`config.mk`:
```
export PLATFORM = sky130hd
export DESIGN_NAME = rxfmt_top
export DESIGN_NICKNAME = d
export VERILOG_FILES = /design/src/rtl/rxfmt_pkg.sv /design/src/rtl/rxfmt_crc.sv /design/src/rtl/rxfmt_plan.sv /design/src/rtl/rxfmt_top.sv
export SDC_FILE = /design/constraint.sdc
export NUM_CORES = 1
export LEC_CHECK = 0
export BUFFER_PORTS_ARGS = -buffer_cell sky130_fd_sc_hd__clkbuf_2
export CAP_MARGIN = 20
export CORE_UTILIZATION = 35
export CTS_BUF_LIST = sky130_fd_sc_hd__clkbuf_8 sky130_fd_sc_hd__clkbuf_16
export DETAILED_ROUTE_END_ITERATION = 10
export PLACE_DENSITY_LB_ADDON = 0.2
export SKIP_CTS_REPAIR_TIMING = 1
export SYNTH_ARGS = -nofsm -noshare
export SYNTH_HDL_FRONTEND = slang
export SYNTH_SLANG_ARGS = --single-unit
```
`constraint.sdc`:
```
create_clock -name clk -period 2.3 [get_ports clk]
set_input_delay 0.345 -clock clk [delete_from_list [all_inputs] [get_ports clk]]
set_output_delay 0.345 -clock clk [all_outputs]
set_load 0.05 [all_outputs]
```
`src/rtl/rxfmt_pkg.sv`:
```
package rxfmt_pkg;

   typedef enum logic [2:0] {
      ST_IDLE,
      ST_DATA,
      ST_DROP,
      ST_PAD,
      ST_CRC,
      ST_TAIL,
      ST_HDR
   } fmt_state_t;

   localparam logic [31:0] CRC_POLY = 32'hEDB88320;

   // One byte of reflected CRC-32, least significant bit first.
   function automatic logic [31:0] crc_step(input logic [31:0] c_in, input logic [7:0] d);
      logic [31:0] c;
      c = c_in ^ {24'd0, d};
      for (int k = 0; k < 8; k++) begin
         c = {1'b0, c[31:1]} ^ (c[0] ? CRC_POLY : 32'd0);
      end
      return c;
   endfunction

endpackage

```
`src/rtl/rxfmt_crc.sv`:
```
module rxfmt_crc
   import rxfmt_pkg::*;
(
   input  logic        clk,
   input  logic        rst_n,
   input  logic        clr,
   input  logic        en,
   input  logic [7:0]  din,
   output logic [31:0] crc_q
);

   always_ff @(posedge clk or negedge rst_n) begin
      if (!rst_n) begin
         crc_q <= '1;
      end else if (clr) begin
         crc_q <= '1;
      end else if (en) begin
         crc_q <= crc_step(crc_q, din);
      end
   end

endmodule

```
`src/rtl/rxfmt_plan.sv`:
```
module rxfmt_plan #(
   parameter int LEN_W      = 12,
   parameter int CNT_W      = 13,
   parameter int PAGE_BYTES = 2048,
   parameter int MIN_FRAME  = 64,
   parameter int LONG_LIMIT = 1518
) (
   input  logic [LEN_W-1:0] len,
   input  logic             keep_crc,
   input  logic             rx_en,
   input  logic             soft_rst,
   output logic [CNT_W-1:0] count,
   output logic             odd,
   output logic             is_short,
   output logic             too_long,
   output logic             reject
);

   localparam int OVERHEAD = 6;
   localparam int CRC_LEN  = 4;

   logic [CNT_W-1:0] even_len;
   logic [CNT_W-1:0] base_len;

   always_comb begin
      even_len = CNT_W'({len[LEN_W-1:1], 1'b0});
      odd      = len[0];
      is_short = len < LEN_W'(MIN_FRAME);
      too_long = len > LEN_W'(LONG_LIMIT);
      base_len = is_short ? CNT_W'(MIN_FRAME) : even_len;
      count    = base_len + CNT_W'(OVERHEAD) + (keep_crc ? CNT_W'(CRC_LEN) : '0);
      reject   = !rx_en || soft_rst || (count > CNT_W'(PAGE_BYTES));
   end

endmodule

```
`src/rtl/rxfmt_top.sv`:
```
module rxfmt_top
   import rxfmt_pkg::*;
#(
   parameter int PAGE_BYTES = 2048,
   parameter int PAGE_W     = 2,
   parameter int LEN_W      = 12,
   parameter int MIN_FRAME  = 64,
   parameter int LONG_LIMIT = 1518,
   parameter bit CRC_EN     = 1'b1,
   localparam int ADDR_W    = $clog2(PAGE_BYTES)
) (
   input  logic              clk,
   input  logic              rst_n,
   input  logic              cfg_rx_en,
   input  logic              cfg_soft_rst,
   input  logic              cfg_keep_crc,
   input  logic              frm_start,
   input  logic [LEN_W-1:0]  frm_len,
   input  logic [PAGE_W-1:0] frm_page,
   input  logic              in_valid,
   input  logic [7:0]        in_data,
   output logic              in_ready,
   output logic              ram_we,
   output logic [PAGE_W-1:0] ram_page,
   output logic [ADDR_W-1:0] ram_addr,
   output logic [7:0]        ram_wdata,
   output logic              busy,
   output logic              done
);

   localparam int PTR_W   = ADDR_W + 1;
   localparam int CNT_W   = LEN_W + 1;
   localparam int HDR_LEN = 4;
   localparam int PAD_END = HDR_LEN + MIN_FRAME;

   // Elaboration-time parameter checks.
   if (CNT_W > 16) begin : g_bad_len
      $error("rxfmt_top: LEN_W too wide for a 16-bit byte count");
   end
   if (PAGE_BYTES < PAD_END + 6 || PAGE_BYTES >= (1 << CNT_W)) begin : g_bad_page
      $error("rxfmt_top: PAGE_BYTES out of range for MIN_FRAME/LEN_W");
   end
   if ((1 << LEN_W) <= LONG_LIMIT || MIN_FRAME % 2 != 0) begin : g_bad_limits
      $error("rxfmt_top: LONG_LIMIT or MIN_FRAME invalid");
   end

   fmt_state_t        state;
   logic [PTR_W-1:0]  ptr;
   logic [LEN_W-1:0]  rem;
   logic [1:0]        sub;
   logic [PAGE_W-1:0] page_q;
   logic              keep_q, odd_q, short_q, long_q;
   logic [CNT_W-1:0]  count_q;
   logic [7:0]        hold_q;
   logic              done_q;

   logic              keep_eff;
   logic [31:0]       crc_q;
   logic              crc_clr, crc_en;
   logic [7:0]        crc_din;

   logic [CNT_W-1:0]  p_count;
   logic              p_odd, p_short, p_long, p_reject;

   logic              last_byte, hold_it, odd_long;
   logic [31:0]       crc_fin;
   logic [15:0]       cnt16;

   // CRC engine variant chosen by parameter.
   if (CRC_EN) begin : g_crc
      assign keep_eff = cfg_keep_crc;
      rxfmt_crc u_crc (
         .clk   (clk),
         .rst_n (rst_n),
         .clr   (crc_clr),
         .en    (crc_en),
         .din   (crc_din),
         .crc_q (crc_q)
      );
   end else begin : g_nocrc
      assign keep_eff = 1'b0;
      assign crc_q    = '0;
   end

   rxfmt_plan #(
      .LEN_W      (LEN_W),
      .CNT_W      (CNT_W),
      .PAGE_BYTES (PAGE_BYTES),
      .MIN_FRAME  (MIN_FRAME),
      .LONG_LIMIT (LONG_LIMIT)
   ) u_plan (
      .len      (frm_len),
      .keep_crc (keep_eff),
      .rx_en    (cfg_rx_en),
      .soft_rst (cfg_soft_rst),
      .count    (p_count),
      .odd      (p_odd),
      .is_short (p_short),
      .too_long (p_long),
      .reject   (p_reject)
   );

   assign last_byte = (rem == LEN_W'(1));
   assign odd_long  = odd_q && !short_q;
   assign hold_it   = (state == ST_DATA) && last_byte && odd_long;
   assign crc_clr   = (state == ST_IDLE);
   assign crc_en    = ((state == ST_DATA) && in_valid) || (state == ST_PAD);
   assign crc_din   = (state == ST_PAD) ? 8'h00 : in_data;
   assign crc_fin   = ~crc_q;
   assign cnt16     = 16'(count_q);

   assign busy     = (state != ST_IDLE);
   assign in_ready = (state == ST_DATA) || (state == ST_DROP);
   assign ram_page = page_q;
   assign done     = done_q;

   always_comb begin
      ram_we    = 1'b0;
      ram_addr  = ptr[ADDR_W-1:0];
      ram_wdata = 8'h00;
      unique case (state)
         ST_DATA: begin
            ram_we    = in_valid && !hold_it;
            ram_wdata = in_data;
         end
         ST_PAD: ram_we = 1'b1;
         ST_CRC: begin
            ram_we = 1'b1;
            unique case (sub)
               2'd0:    ram_wdata = crc_fin[7:0];
               2'd1:    ram_wdata = crc_fin[15:8];
               2'd2:    ram_wdata = crc_fin[23:16];
               default: ram_wdata = crc_fin[31:24];
            endcase
         end
         ST_TAIL: begin
            ram_we = 1'b1;
            if (sub[0]) ram_wdata = odd_long ? 8'h60 : 8'h40;
            else        ram_wdata = odd_long ? hold_q : 8'h00;
         end
         ST_HDR: begin
            ram_we   = 1'b1;
            ram_addr = ADDR_W'(sub);
            unique case (sub)
               2'd0:    ram_wdata = 8'h00;
               2'd1:    ram_wdata = {3'b000, odd_q, long_q, 3'b000};
               2'd2:    ram_wdata = cnt16[7:0];
               default: ram_wdata = cnt16[15:8];
            endcase
         end
         default: ;
      endcase
   end

   always_ff @(posedge clk or negedge rst_n) begin
      if (!rst_n) begin
         state   <= ST_IDLE;
         ptr     <= '0;
         rem     <= '0;
         sub     <= '0;
         page_q  <= '0;
         keep_q  <= 1'b0;
         odd_q   <= 1'b0;
         short_q <= 1'b0;
         long_q  <= 1'b0;
         count_q <= '0;
         hold_q  <= '0;
         done_q  <= 1'b0;
      end else begin
         done_q <= 1'b0;
         unique case (state)
            ST_IDLE: if (frm_start) begin
               rem     <= frm_len;
               ptr     <= PTR_W'(HDR_LEN);
               sub     <= '0;
               page_q  <= frm_page;
               keep_q  <= keep_eff;
               odd_q   <= p_odd;
               short_q <= p_short;
               long_q  <= p_long;
               count_q <= p_count;
               if (p_reject)
                  state <= (frm_len == '0) ? ST_IDLE : ST_DROP;
               else
                  state <= (frm_len == '0) ? ST_PAD : ST_DATA;
            end
            ST_DATA: if (in_valid) begin
               rem <= rem - LEN_W'(1);
               if (hold_it) hold_q <= in_data;
               else         ptr    <= ptr + PTR_W'(1);
               if (last_byte)
                  state <= short_q ? ST_PAD : (keep_q ? ST_CRC : ST_TAIL);
            end
            ST_DROP: if (in_valid) begin
               rem <= rem - LEN_W'(1);
               if (last_byte) state <= ST_IDLE;
            end
            ST_PAD: begin
               ptr <= ptr + PTR_W'(1);
               if (ptr == PTR_W'(PAD_END - 1))
                  state <= keep_q ? ST_CRC : ST_TAIL;
            end
            ST_CRC: begin
               ptr <= ptr + PTR_W'(1);
               sub <= sub + 2'd1;
               if (sub == 2'd3) state <= ST_TAIL;
            end
            ST_TAIL: begin
               ptr <= ptr + PTR_W'(1);
               sub <= (sub == 2'd1) ? 2'd0 : sub + 2'd1;
               if (sub == 2'd1) state <= ST_HDR;
            end
            ST_HDR: begin
               sub <= sub + 2'd1;
               if (sub == 2'd3) begin
                  state  <= ST_IDLE;
                  done_q <= 1'b1;
               end
            end
            default: state <= ST_IDLE;
         endcase
      end
   end

endmodule

```
; Word-level counts from Yosys, hierarchy flattened
; Index checks and enable logic that the tools add are counted.
; Widths: inputs -> output; s select.
[op_classes]
mux = 48
n_lt_le_gt_ge = 3
n_bitwise = 10
eq_ne = 22
n_addsub = 5
n_reduce_logical = 30
[ops]
columns = cell, n
row1 = $mux 32, 10
row2 = $xor 31x32->32, 8
row3 = $mux 12, 6
row4 = $pmux 8 s3, 2
row5 = $pmux 12 s3, 1
row6 = $mux 3, 11
row7 = $not 32->32, 1
row8 = $pmux 8 s4, 1
row9 = $xor 32x8->32, 1
row10 = $mux 8, 3
row11 = $pmux 12 s2, 1
row12 = $pmux 3 s7, 1
row13 = $ne 2x2->1 const B, 9
row14 = $add 13x13->13, 1
row15 = $add 13x3->13 const B, 1
row16 = $gt 13x12->1 const B, 1
row17 = $add 12x1->12 const B, 1
row18 = $eq 12x1->1 const B, 1
row19 = $eq 12x7->1 const B, 1
row20 = $gt 12x11->1 const B, 1
row21 = $logic_not 12->1, 1
row22 = $lt 12x7->1 const B, 1
row23 = $sub 12x1->12 const B, 1
row24 = $mux 11, 1
row25 = other kinds (26), 52
[totals]
register_bits = 89
elab_cells = 131
output_inout_bits = 25
in_bits = 29

; Depth between registers and ports, before layout
[depth]
word_depth = 21
depth_mapped = 14
mapped_depth_nobuf = 13

; Hierarchy
; A second synthesis with hierarchy kept.
[unflattened]
cells_unflattened = 669
area_unflattened_um2 = 6163.4
[by_module_without_submodules]
columns = mod, area_per_inst_um2, seq_area_each_um2, instances, cells_each
row1 = rxfmt_top, 3548.4, 1426.4, 1, 415
row2 = rxfmt_crc, 2134.5, 840.8, 1, 187
row3 = rxfmt_plan, 480.5, 0.0, 1, 67

; Least setup slack after synthesis
; No wires, ideal clock.
[synth_path]
path_kind = input to register
from = input port frm_len[9]
to = register state[1]
setup_slack_ns = -0.715
t_required_ns = 2.169
t_arrival_ns = 2.884
setup_time_ns = 0.131
cell_stages = 14
n_path_buf = 1
cell_sequence = buf_2 > nor2_1 > nand3_1 > nand2_1 > ha_1 > inv_1 > ha_1 > fa_1 > and4_1 > a211o_1 > nand2_1 > nand4_1 > a2111oi_4 > nor3_1
[synth_between]
elab_chain_len = 9
word_cells_on_any_way = 12
cone_classes = add/sub (2) / order compare (2) / mux (6) / reduce/logical (2)
[synth_lines]
columns = element, line
row1 = start: declaration, rxfmt_top.sv:18  ; input logic [LEN_W-1:0] frm_len,
row2 = $lt 12x7->1, rxfmt_plan.sv:28  ; is_short = len < LEN_W'(MIN_FRAME);
row3 = $mux 12, rxfmt_plan.sv:30  ; base_len = is_short ? CNT_W'(MIN_FRAME) : even_len;
row4 = $add 13x3->13, rxfmt_plan.sv:31  ; count = base_len + CNT_W'(OVERHEAD) + (keep_crc ? CNT_W'(CRC_LEN) : '0);
row5 = $add 13x13->13, rxfmt_plan.sv:31
row6 = $gt 13x12->1, rxfmt_plan.sv:32  ; reject = !rx_en || soft_rst || (count > CNT_W'(PAGE_BYTES));
row7 = $logic_or 1x1->1, rxfmt_plan.sv:32
row8 = $mux 2 (*), rxfmt_top.sv:182  ; if (p_reject)
row9 = $mux 3 (*), rxfmt_top.sv:172  ; ST_IDLE: if (frm_start) begin
row10 = $pmux 3 s7 (*), rxfmt_top.sv:171  ; unique case (state)
row11 = end signal: assignment, rxfmt_top.sv:183  ; state <= (frm_len == '0) ? ST_IDLE : ST_DROP;
row12 = end signal: assignment, rxfmt_top.sv:185  ; state <= (frm_len == '0) ? ST_PAD : ST_DATA;
row13 = end signal: assignment, rxfmt_top.sv:192  ; state <= short_q ? ST_PAD : (keep_q ? ST_CRC : ST_TAIL);
row14 = end: declaration, rxfmt_top.sv:47  ; fmt_state_t state;
; Mark *: on every way between the ends. The rest lies on a longest branch, timed or not. The select of a mux whose other input is x is not followed.
; A chain may end at the register's enable or synchronous reset.

; Worst setup path after layout
[layout_path]
from = register rem[1]
to = output port ram_we
[layout_between]
elab_chain_len = 6
[layout_lines]
columns = element, line
row1 = start: declaration, rxfmt_top.sv:49  ; logic [LEN_W-1:0] rem;
row2 = start signal: assignment, rxfmt_top.sv:173  ; rem <= frm_len;
row3 = start signal: assignment, rxfmt_top.sv:188  ; rem <= rem - LEN_W'(1);
row4 = start signal: assignment, rxfmt_top.sv:195  ; rem <= rem - LEN_W'(1);
row5 = $eq 12x1->1, rxfmt_top.sv:103  ; assign last_byte = (rem == LEN_W'(1));
row6 = $logic_and 1x1->1 (2 in a row), rxfmt_top.sv:105  ; assign hold_it = (state == ST_DATA) && last_byte && odd_long;
row7 = $logic_not 1->1, rxfmt_top.sv:123  ; ram_we = in_valid && !hold_it;
row8 = $logic_and 1x1->1, rxfmt_top.sv:123
row9 = $pmux 1 s2, rxfmt_top.sv:121  ; unique case (state)
row10 = end: declaration, rxfmt_top.sv:23  ; output logic ram_we,
; Every way passes these cells.

==> metrics <==
Slowest-stage cell, CP=or4b_4; max-cap violations=0; top post-synthesis cells by area=dfrtp_1, dfstp_2, xnor2_1; Top Ports=54; fin. max-slew vios=0; DRC=0; worst-case reg-to-reg path depth=9; CP Buf/Inv Count=2; Post-Syn Area per Cell=9.17 sq um; CP Launch Type=flop; top-count cell post-synth=nand2_1; CP max stage delay=0.46 ns; WL per Instance=18.6 um; worst skew pair latency=0.36 ns; final net count=852; vias per inst=5.47; Area Growth Syn to Fin=37.5%; Hold WC Path Type=in -> async; Req. time, crit path=1.96 ns; htree depth=3; outcome=complete, but fails checks; Slew HR=57.4%; Yosys warnings=0; Slew @ Worst Pin=0.633 ns; final WL=19,400 um; critical-path cell list=inv_2 > ha_1 > or4b_4 > and4bb_2 > a21boi_4 > nor2_1 > nor2_1 > o22a_2 > buf_8; Synth async-reset ratio=100%; core outline area=17,300 sq um; Max Clk Rate=379 MHz; antenna violations before repair=0; Reg2Reg Launch Point=rem[1]; leakage power=3.50 nW; Post-Place Cells=1,008; I/O Buffers=53; gr usage total=21.3%; r2r endpoint=state[1]; TNS Setup=-1.69 ns; FF+latch count, synth=88; Cell Count, Final, Fillers Out=1,042; starting density of the core=35.8%; failing checks=negative setup slack; Clock transition at path regs=0.06 ns; antenna viol nets, final=0; cell mode on critical path=nor2_1; syn nets=716; Num Clock Sinks=88; unrepaired setup endpoints after global routing=true; EDFF count, synth=0; layout cell share with drive strength beyond 1=37.9%; Setup WS post-layout=-0.341 ns; top-area cell type share of the netlist area=22.6%; site row count=48; Crit path arrival time=2.30 ns; # diodes=0; root buffer cell=clkbuf_16; Gate Count Post-Synth=676; Die ar.=18,200 sq um; CP max FO=2; Yosys top cell by area=dfrtp_1; TritonCTS clock tree=done; Primary FF master, synth=dfrtp_1; Fill cells=1,604; Starting DRT DRC Count=270; Critical Path End Type=output port; crit path time final=2.64 ns; die width=135 um; drt pass-1 iters=5; Crit path max-delay family=simple AND/OR/NAND/NOR gates; vias in the first global route=5,598; Final Hold Viols=0; Synth Cell Area=6200 sq um; via count=5,700; synth unique cells=76; Cell Pwr Density=1540 nW/um^2; global-route wire length before repair=30,000 um; largest net degree at the start of global routing=43; worst setup path class=reg -> out; commonest cells in the netlist=nand2_1, dfrtp_1, o21ai_0, a21oi_1, nor2_1; GP Congestion=0.857; VDD IR max=0.000669 V; Remaining Overflow, GRT=0; period utilization=115%; chip height=135 um; sequential area share after synthesis=36.2%; Final HPWL DP=13,500 um; clock buffer depth=2; clk_skew=0.0132 ns; R2R setup slack=0.02 ns; final setup fails=11; CTS buffer count=9
==> placed cells by master, fill, tap and decap left out, types with 10 or more instances in the layout <==
cell / netlist / routed
o21ai_0: 43 / 41
buf_4: 1 / 94
nand2_1: 80 / 77
nor2_1: 41 / 37
clkbuf_2: 0 / 36
nor2b_1: 17 / 15
xor2_1: 31 / 31
dfrtp_1: 56 / 53
xnor2_1: 40 / 40
nor3_1: 24 / 22
buf_12: 0 / 17
inv_1: 16 / 13
clkbuf_16: 0 / 10
mux2_2: 10 / 10
a21oi_1: 42 / 40
buf_6: 0 / 13
dfstp_2: 32 / 32
==> metal layers <==
layer,part of all wire (%),up-vias,global-route usage (%)
met5,0,-,0
met4,2.5,0,9.24
met3,3.8,35,2.59
met2,49,142,35.5
met1,45,2820,27.9
li1,-,2703,-
==> cell families (layout without fill, tap and decap cells) <==
group | after synthesis | count (layout) | share of synthesized area [%]
fa+ha+maj | 11 | 11 | 2.34
mux | 15 | 15 | 2.63
compound gates | 173 | 174 | 18.6
simple gates | 242 | 242 | 20.0
buf+inv | 58 | 198 | 3.86
xor+xnor | 89 | 89 | 16.5
flops | 88 | 88 | 36.2
==> power breakdown <==
group	switching (mW)	internal (mW)
combinational	4.61	4.16
sequential	0.589	2.25
clock	0.655	0.833
total	5.85	7.24
==> area by class of cell <==
cell class,instances,area [sq um],area share [%]
repair buffers,164,1430,16.8
inverters,17,72.6,0.852
well taps,225,282,3.30
repair inverters,1,7.51,0.0881
flip-flops and latches,88,2250,26.4
clock buffers,9,225,2.64
clock inverters,7,65.1,0.764
multi-input cells,531,4190,49.2
==> how the worst max path moves through the flow <==
stage	start	to	cells past startpoint
finish	rem[1]	ram_we	9
global route	rem[1]	ram_we	9
CTS	rem[1]	ram_we	9
detailed placement	frm_len[9]	state[1]	14
global placement	frm_len[9]	state[1]	14
floorplan	frm_len[9]	state[1]	14
==> sequential cells by signal (all words and copies together) (netlist names) <==
register / cells
keep_q: 1
hold_q: 8
ram_page: 2
short_q: 1
g_crc.u_crc.crc_q: 32
state: 3
count_q: 12
rem: 12
odd_q: 1
long_q: 1
sub: 2
ptr: 12
done: 1
==> per-stage QoR <==
step | util (%) | total power, mW | hold WS, ns | instance area [sq um] | setup slack [ns]
2_1_floorplan | - | 8.02 | 0.0494 | 6300 | -0.353
3_3_place_gp | 43.7 | 10.6 | 0.408 | 7550 | -0.456
3_5_place_dp | 43.7 | 10.7 | 0.417 | 7550 | -0.599
4_1_cts | 45.3 | 12.3 | 0.0410 | 7840 | -0.503
5_1_grt | 49.2 | 13.9 | 0.0529 | 8520 | -0.437
6_report | 49.2 | 13.1 | 0.0187 | 8520 | -0.341
No activity file was read; power rests on OpenSTA's default activity.
